`config.mk`:
```
export PLATFORM = sky130hd
export DESIGN_NAME = timer_compare_unit
export DESIGN_NICKNAME = d
export VERILOG_FILES = /design/src/rtl/timer_compare_pkg.sv /design/src/rtl/timer_compare_ctrl.sv /design/src/rtl/timer_compare_datapath.sv /design/src/rtl/timer_compare_unit.sv
export SDC_FILE = /design/constraint.sdc
export NUM_CORES = 1
export LEC_CHECK = 0
export ABC_CLOCK_PERIOD_IN_PS = 4300
export BUFFER_PORTS_ARGS = -buffer_cell sky130_fd_sc_hd__buf_4
export CORE_ASPECT_RATIO = 1.5
export CORE_UTILIZATION = 52
export DETAILED_ROUTE_END_ITERATION = 16
export GPL_TIMING_DRIVEN = 0
export PLACE_DENSITY = 0.78
export SLEW_MARGIN = 20
export SYNTH_ARGS = -nofsm -noshare
export SYNTH_HDL_FRONTEND = slang
export SYNTH_SLANG_ARGS = --single-unit
```
`constraint.sdc`:
```
create_clock -name clk -period 4.3 [get_ports clk]
set_input_delay 0.215 -clock clk [delete_from_list [all_inputs] [get_ports clk]]
set_output_delay 0.215 -clock clk [all_outputs]
set_load 0.05 [all_outputs]
```
`src/rtl/timer_compare_pkg.sv`:
```
package timer_compare_pkg;

  typedef enum logic [1:0] {
    PRIV_U = 2'b00,
    PRIV_S = 2'b01,
    PRIV_R = 2'b10,
    PRIV_M = 2'b11
  } privMode_t;

  // strobes from the control decode to the datapath
  typedef struct packed {
    logic rdSup;
    logic rdGuest;
    logic rdTime;
    logic rdTimeOff;
    logic wrSup;
    logic wrGuest;
  } cmpStrobe_t;

endpackage

```
`src/rtl/timer_compare_ctrl.sv`:
```
module timer_compare_ctrl
  import timer_compare_pkg::*;
#(
  parameter int ADDR_W = 12,
  parameter logic [ADDR_W-1:0] ADDR_SUP = 12'h14D,
  parameter logic [ADDR_W-1:0] ADDR_GUEST = 12'h24D,
  parameter logic [ADDR_W-1:0] ADDR_TIME = 12'hC01
) (
  input  logic [1:0]        priv,
  input  logic              virt,
  input  logic              machTimerEn,
  input  logic              hypTimerEn,
  input  logic              cmpEnable,
  input  logic              csrValid,
  input  logic              csrWrite,
  input  logic [ADDR_W-1:0] csrAddr,
  output cmpStrobe_t        strobe,
  output logic              trapIllegal,
  output logic              trapVirtual
);

  privMode_t mode;
  logic isM;
  logic isS;
  logic inGuest;

  assign mode    = privMode_t'(priv);
  assign isM     = (mode == PRIV_M);
  assign isS     = (mode == PRIV_S);
  assign inGuest = virt && !isM;

  always_comb begin
    strobe      = '0;
    trapIllegal = 1'b0;
    trapVirtual = 1'b0;
    if (csrValid) begin
      if (csrAddr == ADDR_TIME) begin
        if (csrWrite) begin
          trapIllegal = 1'b1;
        end else if (inGuest) begin
          strobe.rdTimeOff = 1'b1;
        end else begin
          strobe.rdTime = 1'b1;
        end
      end else if (csrAddr == ADDR_SUP) begin
        if (isM) begin
          strobe.rdSup = 1'b1;
          strobe.wrSup = csrWrite;
        end else if (!isS || !machTimerEn || !cmpEnable) begin
          trapIllegal = 1'b1;
        end else if (virt) begin
          if (!hypTimerEn) begin
            trapIllegal = 1'b1;
          end else begin
            strobe.rdGuest = 1'b1;
            strobe.wrGuest = csrWrite;
          end
        end else begin
          strobe.rdSup = 1'b1;
          strobe.wrSup = csrWrite;
        end
      end else if (csrAddr == ADDR_GUEST) begin
        if (inGuest) begin
          trapVirtual = 1'b1;
        end else if (isM || isS) begin
          strobe.rdGuest = 1'b1;
          strobe.wrGuest = csrWrite;
        end else begin
          trapIllegal = 1'b1;
        end
      end
    end
  end

endmodule

```
`src/rtl/timer_compare_datapath.sv`:
```
module timer_compare_datapath
  import timer_compare_pkg::*;
#(
  parameter int TIME_W = 64,
  parameter int SYNC_STAGES = 2
) (
  input  logic              clk,
  input  logic              rstN,
  input  logic [TIME_W-1:0] platformTime,
  input  logic [TIME_W-1:0] guestOffset,
  input  logic [TIME_W-1:0] csrWdata,
  input  cmpStrobe_t        strobe,
  output logic [TIME_W-1:0] csrRdata,
  output logic              supPending,
  output logic              guestPending
);

  localparam int LAST = SYNC_STAGES - 1;

  logic [TIME_W-1:0] timeStage [SYNC_STAGES];
  logic [TIME_W-1:0] localTime;
  logic [TIME_W-1:0] guestTime;
  logic [TIME_W-1:0] supCmp;
  logic [TIME_W-1:0] guestCmp;

  always_ff @(posedge clk) begin
    if (!rstN) timeStage[0] <= '0;
    else       timeStage[0] <= platformTime;
  end

  for (genvar gi = 1; gi < SYNC_STAGES; gi++) begin : g_sync
    always_ff @(posedge clk) begin
      if (!rstN) timeStage[gi] <= '0;
      else       timeStage[gi] <= timeStage[gi-1];
    end
  end

  assign localTime = timeStage[LAST];
  assign guestTime = localTime + guestOffset;

  always_ff @(posedge clk) begin
    if (!rstN) begin
      supCmp   <= '1;
      guestCmp <= '1;
    end else begin
      if (strobe.wrSup)   supCmp   <= csrWdata;
      if (strobe.wrGuest) guestCmp <= csrWdata;
    end
  end

  always_comb begin
    csrRdata = '0;
    if (strobe.rdSup)     csrRdata = csrRdata | supCmp;
    if (strobe.rdGuest)   csrRdata = csrRdata | guestCmp;
    if (strobe.rdTime)    csrRdata = csrRdata | localTime;
    if (strobe.rdTimeOff) csrRdata = csrRdata | guestTime;
  end

  assign supPending   = (localTime >= supCmp);
  assign guestPending = (guestTime >= guestCmp);

endmodule

```
`src/rtl/timer_compare_unit.sv`:
```
module timer_compare_unit
  import timer_compare_pkg::*;
#(
  parameter int TIME_W = 64,
  parameter int SYNC_STAGES = 2,
  parameter int ADDR_W = 12,
  parameter logic [ADDR_W-1:0] ADDR_SUP = 12'h14D,
  parameter logic [ADDR_W-1:0] ADDR_GUEST = 12'h24D,
  parameter logic [ADDR_W-1:0] ADDR_TIME = 12'hC01
) (
  input  logic              clk,
  input  logic              rstN,
  input  logic [TIME_W-1:0] platformTime,
  input  logic [TIME_W-1:0] guestOffset,
  input  logic              machTimerEn,
  input  logic              hypTimerEn,
  input  logic              cmpEnable,
  input  logic [1:0]        priv,
  input  logic              virt,
  input  logic              csrValid,
  input  logic              csrWrite,
  input  logic [ADDR_W-1:0] csrAddr,
  input  logic [TIME_W-1:0] csrWdata,
  output logic [TIME_W-1:0] csrRdata,
  output logic              trapIllegal,
  output logic              trapVirtual,
  output logic              supPending,
  output logic              guestPending
);

  cmpStrobe_t strobe;

  timer_compare_ctrl #(
    .ADDR_W(ADDR_W), .ADDR_SUP(ADDR_SUP),
    .ADDR_GUEST(ADDR_GUEST), .ADDR_TIME(ADDR_TIME)
  ) u_ctrl (
    .priv(priv), .virt(virt), .machTimerEn(machTimerEn),
    .hypTimerEn(hypTimerEn), .cmpEnable(cmpEnable),
    .csrValid(csrValid), .csrWrite(csrWrite), .csrAddr(csrAddr),
    .strobe(strobe), .trapIllegal(trapIllegal), .trapVirtual(trapVirtual)
  );

  timer_compare_datapath #(
    .TIME_W(TIME_W), .SYNC_STAGES(SYNC_STAGES)
  ) u_dp (
    .clk(clk), .rstN(rstN), .platformTime(platformTime),
    .guestOffset(guestOffset), .csrWdata(csrWdata), .strobe(strobe),
    .csrRdata(csrRdata), .supPending(supPending), .guestPending(guestPending)
  );

endmodule

```
# --- Word level (Yosys, flattened, before mapping) ---
# Memory sizes are Yosys's and may differ from the RTL's.
# Cells that the tools add are included.
totals:
  regBits: 128
  mem_bits_rw: 128
  out_inout_bits: 68
  elab_cells: 76
  memories: 1
mem_list:
  columns: ["name", "words", "width", "rd", "rd_ports_with_merged_regs", "wr", "line_no", "source"]
  rows:
  - ["u_dp.timeStage", 2, 64, 2, 0, 2, "timer_compare_datapath.sv:20", "logic [TIME_W-1:0] timeStage [SYNC_STAGES];"]
op_classes:
  add_sub_neg: 1
  order_cmp: 2
  n_eq_ne: 5
  n_mux: 52
  bitwise_logic: 5
  n_reduce_logical: 8
ops:
  columns: ["op", "count"]
  rows:
  - ["2-to-1 mux 64 bit", 6]
  - ["bitwise OR 64 bit", 3]
  - [">= comparator 64 bit", 2]
  - ["adder 64 bit", 1]
  - ["2-to-1 mux 1 bit", 39]
  - ["equality test 12 x 10 -> 1 bit (second input constant)", 1]
  - ["equality test 12 bit (second input constant)", 1]
  - ["equality test 12 x 9 -> 1 bit (second input constant)", 1]
  - ["2-to-1 mux 2 bit", 6]
  - ["2-to-1 mux 6 bit", 1]
  - ["zero test 1 bit", 4]
  - ["logical OR 1 bit", 3]
  - ["equality test 2 x 1 -> 1 bit (second input constant)", 1]
  - ["equality test 2 bit (second input constant)", 1]
  - ["bitwise OR 1 bit", 2]
  - ["logical AND 1 bit", 1]

# --- Longest topological paths before layout ---
logic_depth:
  word_depth: 16
  ltp_mapped: 23
  ltp_nobuf: 23

# --- Hierarchy ---
# A second synthesis with hierarchy kept.
unflattened:
  hier_cells: 1953
  area_unflattened_um2: 15987.8
modules_own_cells:
  columns: ["module", "n_inst", "cells_per_inst", "area_each_um2"]
  rows:
  - ["timer_compare_datapath", 1, 1917, 15745.1]
  - ["timer_compare_ctrl", 1, 36, 242.7]

# --- Worst setup path before layout ---
# OpenSTA, ideal clock, no wires.
synth_timing:
  path_type: "reg-to-output"
  start: "memory u_dp.timeStage[1][0]"
  end: "output port guestPending"
  arrival_ns: 4.854
  required_time_ns: 4.085
  setup_slack_ns: -0.769
  path_stages_with_launch: 22
  path_cell_list: "dfxtp_1 ha_1 inv_1 fa_1 nor2b_1 o2111a_1 o2111ai_1 a31oi_1 nor2_1 o21bai_1 a221o_1 inv_1 o21ai_0 xor2_1 ha_1 nand4_1 nor4_1 a221oi_1 o21ai_0 a31oi_1 o31a_1 o21ai_0"
synth_lines:
  columns: ["element", "line_no", "source"]
  rows:
  - ["start: declaration", "timer_compare_datapath.sv:20", null]
  - ["end: declaration", "timer_compare_unit.sv:28", "output logic guestPending"]

==> flow_metrics.py <==
metrics = {
    "outcome": {
        "status": "complete, but fails checks",
        "violations": "negative setup slack",
    },
    "timing": {
        "whs_ns": 0.0802,
        "worstMarginPinSlew_ns": 1.12,
        "fin_crit_ns": 5.43,
        "worst_slack_ns": -1.13,
        "period_share_pct": 126,
        "rsz0062_at_grt": "true",
        "timing.setup.tns_ns": -1.13,
        "hold_viol": 0,
        "slew_headroom_pct": 25.6,
        "fin_skew_ns": 0.00609,
        "drv_slew": 0,
        "setup_violations": 1,
        "max_clock_freq_mhz": 184,
    },
    "critical_path": {
        "arrival_ns": 5.22,
        "cp-startpoint": "u_dp.timeStage[1][1]$_SDFF_PN0_",
        "r2r_start": "u_dp.supCmp[45]$_SDFFE_PN1P_",
        "critical_path_class": "flip-flop to primary output",
        "crit_fanout": 3,
        "r2r_end": "u_dp.supCmp[45]$_SDFFE_PN1P_",
        "crit_path_start_kind": "flip-flop",
        "worst-r2r-setup-slack_ns": 3.51,
        "reg2reg_depth": 2,
        "cp.required_ns": 4.09,
        "end_kind": "primary output",
        "cp-endpoint": "guestPending",
    },
    "logic_synthesis": {
        "syn_area_um2": 16300,
        "yosys.area.top_type_share_pct": 31.5,
        "yosys_warnings": 0,
        "ys_top_cells_by_area": "dfxtp_1, ha_1, o211ai_1",
        "synth_most_common_cell": "dfxtp_1",
        "ys_seq_area_share_pct": 31.5,
        "syn_nets": 2334,
        "synth-async-reset-ratio_pct": 0,
        "synth_ff_type": "dfxtp_1",
        "yosysTopAreaCell": "dfxtp_1",
        "netlist_instances": 1928,
        "synth_seq_cells": 256,
        "synth_edf_count": 0,
        "synth_cell_type_count": 75,
        "synth_common_cells": "dfxtp_1, nand2_1, ha_1",
        "avgSynthCellArea_um2": 8.44,
    },
    "finish": {
        "fin_nets": 2785,
        "syn_to_final_growth_pct": 33.3,
        "drive_gt1_share_pct": 18.7,
        "final_cell_area_um2": 21700,
        "antennaDiodeCount": 0,
        "postLayoutCoreUtil_pct": 70.1,
    },
    "clock_tree": {
        "cts_tree": "built",
        "h-tree-depth": 1,
        "cts_sinks": 256,
        "clk_pin_slew_ns": 0.06,
        "insertion_delay_ns": 0.54,
        "cts_max_path_buffers": 3,
        "clockRootBuffer": "clkbuf_16",
        "cts_buffers": 25,
    },
    "route": {
        "vias": 16929,
        "ant_nets": 0,
        "wl_per_cell_um": 22.0,
        "wl_mm": 61.6,
        "drc": 0,
        "drt_iter0_drc": 1212,
        "vias_per_cell": 6.04,
        "first_pass_iters": 5,
    },
    "power_and_ir_drop": {
        "power_density_nw_per_um2": 270,
        "ir_worst_vdd_mv": 0.341,
        "p_leak_nw": 10.8,
    },
    "global_routing": {
        "gr-usage-all-layers_pct": 37.3,
        "antenna_found_initial": 0,
        "grt_max_degree": 16,
        "grt_pass1_vias": 17198,
        "gr-total-overflow": 0,
        "grt_pass1_wl_mm": 92.2,
    },
    "placed_design": {
        "hpwl_mm": 45.5,
        "port_buffers": 280,
        "placed_cell_area_um2": 18900,
        "gp_congestion": 0.974,
    },
    "floorplanning": {
        "start_util_pct": 52.6,
        "fp.dieH_um": 219,
        "dieWidth_um": 146,
        "die_area_um2": 32000,
        "rows": 79,
        "core_um2": 30900,
        "top_level_ports": 282,
    },
    "min_path": {
        "hold_path.class": "input pin to flip-flop",
    },
    "flow_run": {
        "cap_violations": 0,
    },
}
==> through the flow <==
| step | power (W) | setup slack, ns | instances |
|---|---|---|---|
| 2_1_floorplan | 0.00304 | 0.00689 | 1928 |
| 3_3_place_gp | 0.00340 | -0.962 | 2613 |
| 3_5_place_dp | 0.00341 | -1.01 | 2613 |
| 4_1_cts | 0.00578 | -1.10 | 2800 |
| 5_1_grt | 0.00603 | -1.25 | 2802 |
| 6_report | 0.00585 | -1.13 | 2802 |
==> repair_timing <==
item                                    in CTS  in global routing
resized for setup                           50                 50
endpoints found under the setup margin      11                 13
setup buffers                               14                 10
hold buffers                               128                  0
pin swaps                                   26                 32
cloned                                       0                  0
hold endpoints to repair                   192                  0
==> report_power, final <==
group	internal (W)	switching, W
sequential	0.00243	0.0000426
combinational	0.000518	0.000578
clock	0.00128	0.00100
==> worst max-delay path, cell delays in order (launching register included) <==
cell	delay (ns)
dfxtp_2	0.36
ha_4	0.20
a211o_1	0.33
a211oi_2	0.28
a21o_1	0.15
o21ai_2	0.08
a221o_1	0.34
a221o_2	0.42
a31oi_4	0.29
o31a_4	0.20
xnor2_4	0.13
ha_4	0.22
a21o_1	0.16
a21o_1	0.18
a21oi_2	0.11
o21ai_1	0.09
a221oi_2	0.24
o21ai_1	0.12
a31oi_2	0.25
o31a_1	0.27
o21ai_4	0.09
buf_6	0.17
==> flip-flops by register name, indices dropped and copies added (netlist names) <==
name	cells
u_dp.guestCmp	64
u_dp.supCmp	64
u_dp.timeStage	128
==> metal layers <==
metal,track usage (%),vias to the layer above,part of all wire [%]
li1,-,7872,-
met1,38.6,8009,36
met2,69.3,790,51
met3,3.92,258,5.8
met4,27.3,0,8.0
met5,0,-,0
==> worst min-delay path by stage <==
stage,startpoint,end,slack [ns],depth (start not counted)
2_1_floorplan,platformTime[0],u_dp.timeStage[0][0]$_SDFF_PN0_,0.34,1
3_3_place_gp,u_dp.timeStage[0][21]$_SDFF_PN0_,u_dp.timeStage[1][21]$_SDFF_PN0_,0.41,1
3_5_place_dp,u_dp.timeStage[0][24]$_SDFF_PN0_,u_dp.timeStage[1][24]$_SDFF_PN0_,0.42,1
4_1_cts,rstN,u_dp.timeStage[0][6]$_SDFF_PN0_,0.04,2
5_1_grt,rstN,u_dp.timeStage[0][6]$_SDFF_PN0_,0.11,2
6_report,rstN,u_dp.timeStage[0][6]$_SDFF_PN0_,0.08,2
==> logic make-up after synthesis <==
logic type / after synthesis / share of synthesized area, %
buffers and inverters: 265 / 6.38
AOI/OAI and AO/OA: 600 / 26.9
DFF: 256 / 31.5
adders and majority gates: 192 / 14.8
xor gates and xnor gates: 61 / 3.33
and+or+nand+nor: 554 / 17.0
==> cells in the final DEF (no fill, tap or decap), drive strengths merged, types with 16 or more instances in the layout <==
| cell type | n |
|---|---|
| clkbuf | 121 |
| inv | 157 |
| xnor2 | 41 |
| a221o | 58 |
| o21ai | 64 |
| xor2 | 20 |
| and2 | 136 |
| nand4 | 43 |
| dlygate4sd3 | 128 |
| ha | 191 |
| o21bai | 18 |
| o211ai | 133 |
| dfxtp | 256 |
| nand2 | 217 |
| a21o | 71 |
| nor2 | 56 |
| a21oi | 119 |
| nand2b | 21 |
| nor2b | 20 |
| a22o | 47 |
| buf | 314 |
| nand3 | 16 |
==> layout make-up <==
| cell class | instances | area (um^2) |
|---|---|---|
| multi-input cells | 1407 | 10600 |
| fillers | 2363 | 9240 |
| clock buffers | 32 | 702 |
| flip-flops and latches | 256 | 5130 |
| plain buffers | 102 | 427 |
| repair buffers | 431 | 3570 |
| well taps | 405 | 507 |
| inverters | 156 | 586 |
| clock inverters | 13 | 140 |
(Power assumes the default switching activity.)
